[src/rtl/bus_term_pkg.sv]
package bus_term_pkg;
  localparam int PAGE_W = 20;

  typedef enum logic [0:0] {
    CYC_IDLE = 1'b0,
    CYC_BUSY = 1'b1
  } cyc_state_e;
endpackage

[src/rtl/btg_cycle_fsm.sv]
module btg_cycle_fsm
  import bus_term_pkg::*;
(
  input  logic clk,
  input  logic rst_n,
  input  logic ads_n,
  input  logic ext_rdy,
  output logic start,
  output logic rdy_n
);
  cyc_state_e st;

  // a new cycle is only accepted while idle
  assign start = (st == CYC_IDLE) && !ads_n;

  always_ff @(posedge clk or negedge rst_n) begin
    if (!rst_n) begin
      st    <= CYC_IDLE;
      rdy_n <= 1'b1;
    end else begin
      rdy_n <= 1'b1;
      case (st)
        CYC_IDLE: if (start) st <= CYC_BUSY;
        CYC_BUSY: if (ext_rdy) begin
          st    <= CYC_IDLE;
          rdy_n <= 1'b0;
        end
        default: st <= CYC_IDLE;
      endcase
    end
  end


  rdy_one_clock_chk: assert property (@(posedge clk) disable iff (!rst_n)
    !rdy_n |=> rdy_n);

  rdy_follows_ext_chk: assert property (@(posedge clk) disable iff (!rst_n)
    $fell(rdy_n) |-> $past(ext_rdy));

  rdy_needs_cycle_chk: assert property (@(posedge clk) disable iff (!rst_n)
    $fell(rdy_n) |-> $past(st == CYC_BUSY));
endmodule

[src/rtl/btg_cache_decode.sv]
module btg_cache_decode
  import bus_term_pkg::*;
#(
  parameter logic [PAGE_W-1:0] RAM_BASE  = 20'h00100,
  parameter logic [PAGE_W-1:0] RAM_LIMIT = 20'h00FFF
) (
  input  logic              clk,
  input  logic              rst_n,
  input  logic              start,
  input  logic              mem_io,
  input  logic [PAGE_W-1:0] page,
  input  logic              rdy_n,
  output logic              ken_n
);
  logic in_win;
  assign in_win = (page >= RAM_BASE) && (page <= RAM_LIMIT);

  always_ff @(posedge clk or negedge rst_n) begin
    if (!rst_n)      ken_n <= 1'b1;
    else if (start)  ken_n <= !(mem_io && in_win);
    else if (!rdy_n) ken_n <= 1'b1;
  end


  ken_mem_only_chk: assert property (@(posedge clk) disable iff (!rst_n)
    $fell(ken_n) |-> $past(mem_io) && $past(start));

  ken_release_chk: assert property (@(posedge clk) disable iff (!rst_n)
    (!rdy_n && !start) |=> ken_n);
endmodule

[src/rtl/btg_flush_pulse.sv]
module btg_flush_pulse (
  input  logic clk,
  input  logic rst_n,
  input  logic dma_active,
  output logic flush_n
);
  logic dma_q;

  always_ff @(posedge clk or negedge rst_n) begin
    if (!rst_n) begin
      dma_q   <= 1'b0;
      flush_n <= 1'b1;
    end else begin
      dma_q   <= dma_active;
      flush_n <= !(dma_active && !dma_q);
    end
  end


  flush_one_clock_chk: assert property (@(posedge clk) disable iff (!rst_n)
    !flush_n |=> flush_n);

  flush_on_rise_chk: assert property (@(posedge clk) disable iff (!rst_n)
    !flush_n |-> $past(dma_active));
endmodule

[src/rtl/bus_term_glue.sv]
module bus_term_glue
  import bus_term_pkg::*;
#(
  parameter logic [PAGE_W-1:0] RAM_BASE  = 20'h00100,
  parameter logic [PAGE_W-1:0] RAM_LIMIT = 20'h00FFF
) (
  input  logic              clk,
  input  logic              rst_n,
  input  logic              ads_n,
  input  logic [PAGE_W-1:0] cpu_page,
  input  logic              mem_io,
  input  logic              ext_rdy,
  input  logic              dma_active,
  output logic              rdy_n,
  output logic              brdy_n,
  output logic              ken_n,
  output logic              flush_n
);
  logic start;

  btg_cycle_fsm u_fsm (
    .clk     (clk),
    .rst_n   (rst_n),
    .ads_n   (ads_n),
    .ext_rdy (ext_rdy),
    .start   (start),
    .rdy_n   (rdy_n)
  );

  btg_cache_decode #(
    .RAM_BASE  (RAM_BASE),
    .RAM_LIMIT (RAM_LIMIT)
  ) u_ken (
    .clk    (clk),
    .rst_n  (rst_n),
    .start  (start),
    .mem_io (mem_io),
    .page   (cpu_page),
    .rdy_n  (rdy_n),
    .ken_n  (ken_n)
  );

  btg_flush_pulse u_flush (
    .clk        (clk),
    .rst_n      (rst_n),
    .dma_active (dma_active),
    .flush_n    (flush_n)
  );

  // burst ready is parked inactive so every cycle ends on plain ready
  always_ff @(posedge clk or negedge rst_n) begin
    if (!rst_n) brdy_n <= 1'b1;
    else        brdy_n <= 1'b1;
  end


  ken_stable_at_rdy_chk: assert property (@(posedge clk) disable iff (!rst_n)
    !rdy_n |-> $stable(ken_n));

  no_burst_with_rdy_chk: assert property (@(posedge clk) disable iff (!rst_n)
    !rdy_n |-> brdy_n);
endmodule

[config.mk]
export PLATFORM = sky130hd
export DESIGN_NAME = bus_term_glue
export DESIGN_NICKNAME = d
export VERILOG_FILES = /design/src/rtl/bus_term_pkg.sv /design/src/rtl/btg_cycle_fsm.sv /design/src/rtl/btg_cache_decode.sv /design/src/rtl/btg_flush_pulse.sv /design/src/rtl/bus_term_glue.sv
export SDC_FILE = /design/constraint.sdc
export NUM_CORES = 1
export LEC_CHECK = 0
export ABC_AREA = 1
export BUFFER_PORTS_ARGS = -buffer_cell sky130_fd_sc_hd__buf_4
export CORE_AREA = 2 2 39 41
export DETAILED_ROUTE_END_ITERATION = 12
export DIE_AREA = 0 0 41 43
export PLACE_DENSITY = 0.65
export SLEW_MARGIN = 25
export SYNTH_ARGS = -nofsm -noshare
export SYNTH_HDL_FRONTEND = slang
export SYNTH_SLANG_ARGS = --single-unit
[constraint.sdc]
create_clock -name clk -period 0.83 [get_ports clk]
set_input_delay 0.083 -clock clk [delete_from_list [all_inputs] [get_ports clk]]
set_output_delay 0.083 -clock clk [all_outputs]
set_load 0.02 [all_outputs]
Word level (Yosys, flattened, before mapping)

Index checks and enable logic that the tools add are counted.

Output and inout bits: 4
Logic and storage cells: 23
Input port bits: 26
Register bits: 5

Mux-type cells: 6
Equal/unequal tests: 1
Reductions and logical operators: 8
Bitwise operators: 1
$lt $le $gt $ge: 2

Operators by type and width:

| operator                                              | number |
|---|---|
| >= comparator 20 x 9 -> 1 bit, second input constant  | 1 |
| <= comparator 20 x 12 -> 1 bit, second input constant | 1 |
| two-way mux 1 bit                                     | 5 |
| logical AND 1 bit                                     | 4 |
| logical NOT 1 bit                                     | 4 |
| inequality test 2 bit, second input constant          | 1 |
| one-hot mux 1 bit (2 select lines)                    | 1 |
| inverter 1 bit                                        | 1 |

Logic depth before layout (Yosys ltp)

Depth after elaboration: 5
Mapped depth: 6
Gate-level depth less buffers: 6

Hierarchy

Synthesis repeated with hierarchy kept, for this count alone.

Cells, all modules: 36
Area, all modules: 255.2 µm²

By module, submodules not included:

| module           | cells each | instances | area an instance (µm²) | sequential area each (µm²) |
|---|---|---|---|---|
| btg_cache_decode | 20         | 1         | 98.8                   | 26.3 |
| btg_cycle_fsm    | 10         | 1         | 86.3                   | 51.3 |
| btg_flush_pulse  | 4          | 1         | 58.8                   | 51.3 |
| bus_term_glue    | 2          | 1         | 11.3                   | 0.0 |

Least setup slack after synthesis

OpenSTA, ideal clock, no wires.

Kind: reg-to-reg
Start point: register u_fsm.rdy_n
End point: register u_ken.ken_n
Data arrival time: 746 ps
Path buffers: 0
Stages on the path, launching flop included: 4
Slack: 9 ps
Required time: 754 ps
Clock period less this slack: 821 ps
Setup time: 76 ps
Cells stage by stage: dfstp_2 -> nand2_1 -> nor2_1 -> nor2_1

Word-level cells in the longest chain between the ends: 1

RTL lines:

| element                                | line                   | RTL |
|---|---|---|
| from (decl)                            | btg_cycle_fsm.sv:9     | `output logic rdy_n` |
| from (signal assigned)                 | btg_cycle_fsm.sv:19    | `rdy_n <= 1'b1;` |
| from (signal assigned)                 | btg_cycle_fsm.sv:21    | `rdy_n <= 1'b1;` |
| from (signal assigned)                 | btg_cycle_fsm.sv:26    | `rdy_n <= 1'b0;` |
| inequality test 2 bit (no source line) | --                     |  |
| to (signal assigned)                   | btg_cache_decode.sv:20 | `else if (start) ken_n <= !(mem_io && in_win);` |
| to (decl)                              | btg_cache_decode.sv:13 | `output logic ken_n` |

No other way between the ends.
A chain may end at the register's enable or synchronous reset.

Worst setup path after layout

Start point: register u_fsm.rdy_n
End point: output port rdy_n

RTL lines:

| element   | line                | RTL |
|---|---|---|
| to (decl) | bus_term_glue.sv:14 | `output logic rdy_n,` |

No word-level cell between the ends.

==> out/qor.yml <==
die-height_um: 43
unrepaired_setup_endpoints_after_global_routing: "true"
path_clk_slew_ns: 0.04
netSwitchingPower_w: 0.000165
globalRouteTotalUtil_pct: 8.10
crit_buf_inv: 1
drt.antenna.violating_nets: 0
synth.net_count: 63
insertion_delay_ns: 0.24
mappedNetlistArea_um2: 259
combPwrFrac_pct: 22.0
critical_path.cell_chain: "buf_6"
cap_violations: 0
postSynthAreaPerCell_um2: 7.00
violations_in_the_final_reports: "setup timing"
floorplan.io_pins: 30
final_max_slew_viol_count: 0
design.die.area_um2: 1760
intPower_w: 0.000546
n_antenna_cell: 0
crit_fanout: 2
core-area_um2: 1380
worst_case_clock_skew_ns: 0.000409
ys.warnings.count: 0
power_density_nw_per_um2: 1430
areaGrowthSynthToFinish_pct: 91.8
cp.required_ns: 0.75
power.share.sequential_pct: 39.2
seq_area_frac_synth_pct: 49.8
fin_nets: 91
pwr-share-clk_pct: 38.8
ir_drop_mv: 0.684
initial_antenna_violation_count: 0
clock_tree.buffer_depth: 2
power_w: 0.000711
floorplan.initialDensity_pct: 18.7
remaining_routing_drc_violations: 0
rows: 14
first_global_vias: 300
synth-seq-cells: 5
postSynthCellCount: 37
final.period_utilization_pct: 116
finalWorstPathRequiredPeriod_ns: 0.963
synth_cell_types: 11
count_of_clock_tree_sinks: 5
max_freq_mhz: 1040
leakagePower_nw: 0.277
detailedPlace.worstSlack_ns: -0.0269
drive_above_1_share_pct: 46.9
synth_largest_area_cell: "dfstp_2"
timing.critical_path.max_delay_family: "flip-flops"
setup-tns-final_ns: -0.387
firstDrtPassIters: 2
drt_iter0_drc: 4
grt.overflow.total: 0
die_w_um: 41
root_buffer: "clkbuf_4"
utilization_pct: 35.9
worstSetupStartpointType: "register"
clock_tree_from_tritoncts: "done"
synth.top_cells.by_area: "dfstp_2 (30%), dfrtp_1 (19%), nand2_1 (14%)"
cts_made_buffers: 3
criticalPathCategory: "reg -> out"
hold_violations: 0
cpPeakStageDelay_ns: 0.53
final_critical_path_setup_slack_ns: -0.133
outcome: "finished with violations"
routed_wire_length_per_instance_um: 7.19
h-tree-depth: 1
grt_start_max_net_pins: 6
setup_viol: 4
via_count: 286
gp_congestion: 0.591
timing.hold.worst.class: "in -> reg"
wire_length_of_the_first_global_routing_pass_um: 910
sw_frac_of_total_pct: 23.2
timing.critical_path.arrival_ns: 0.88
viasPerCell: 3.58
post-synth-top-area-fraction_pct: 30.4
wirelength_um: 575
critical_path.endpoint_type: "output port"
detailed_place_hpwl_um: 466
count_of_input_and_output_buffers: 20
cpMaxStageDelayCell: "dfstp_2"
==> sequential cells by signal, indices dropped and copies added (netlist names) <==
name	count
u_fsm.rdy_n	1
u_flush.flush_n	1
u_ken.ken_n	1
u_fsm.st	1
u_flush.dma_q	1
==> synthesized netlist by cell type (all sizes together) <==
| library cell | count |
|---|---|
| buf | 1 |
| nor2 | 8 |
| dfstp | 3 |
| conb | 1 |
| o21ai | 1 |
| nand2 | 11 |
| inv | 10 |
| dfrtp | 2 |
==> cell type report <==
cell class                      count  area, um^2
Clock buffer                        4        26.3
Fill cell                         152         887
Inverter                           10        37.5
Multi-Input combinational cell     21        85.1
Sequential cell                     5         129
Tap cell                           16        20.0
Timing Repair Buffer               24         199
==> timing repair <==
action / in CTS / in global routing
setup buffers: 0 / 1
endpoints found under the hold margin: 8 / 0
hold buffers: 3 / 0
gates resized for setup: 3 / 0
setup endpoints to repair: 4 / 4
pin swaps: 1 / 0
==> stage by stage <==
stage | instances | hold slack (ns) | cell area (um^2)
after floorplan | 37 | -0.213 | 259
after global placement | 72 | -0.115 | 422
after detailed placement | 72 | -0.113 | 422
after CTS | 79 | 0.151 | 489
after global routing | 80 | 0.179 | 497
final | 80 | 0.151 | 497
==> power groups by stage <==
stage	sequential (W)	combinational [W]	clock (W)
floorplan	0.000288	0.0000443	0
CTS	0.000278	0.000148	0.000289
global route	0.000280	0.000176	0.000296
global placement	0.000278	0.000130	0
detailed placement	0.000280	0.000132	0
finish	0.000278	0.000156	0.000276
==> layout by cell type, fill, tap and decap left out <==
cell type / count
buf_4: 18
conb_1: 1
clkbuf_1: 1
nor2_2: 1
o21ai_0: 1
nand2_1: 10
dfrtp_1: 2
inv_2: 1
clkbuf_4: 3
dfstp_2: 3
nand2_2: 1
dlygate4sd3_1: 3
inv_1: 9
buf_6: 3
nor2_1: 7
==> per-layer routing <==
metal,up-vias,part of all wire (%),track usage [%]
met5,-,0,0
met4,0,0,6.00
met2,12,55,14.4
li1,152,-,-
met3,0,13,4.71
met1,122,32,5.28
==> logic make-up (layout without fill, tap and decap cells) <==
logic type | count (synthesis) | in the layout | share of synthesized area (%)
AOI/OAI and AO/OA | 1 | 1 | 1.93
and+or+nand+nor | 19 | 19 | 29.5
DFF | 5 | 5 | 49.8
buffers and inverters | 11 | 38 | 17.4
other | 1 | 1 | 1.45
==> final timing paths <==
kind                                from              end  slack (ns)  cells past startpoint
setup / recovery             u_fsm.rdy_n            rdy_n       -0.13                      1
hold reg to reg            u_flush.dma_q  u_flush.flush_n        0.44                      2
min in group asynchronous          rst_n    u_flush.dma_q        0.18                      2
hold / removal                     ads_n         u_fsm.st        0.15                      4
setup reg to reg                u_fsm.st      u_ken.ken_n       -0.01                      6
max in group asynchronous          rst_n      u_ken.ken_n        0.45                      2
Note: power is estimated with default switching activity, not from simulation.
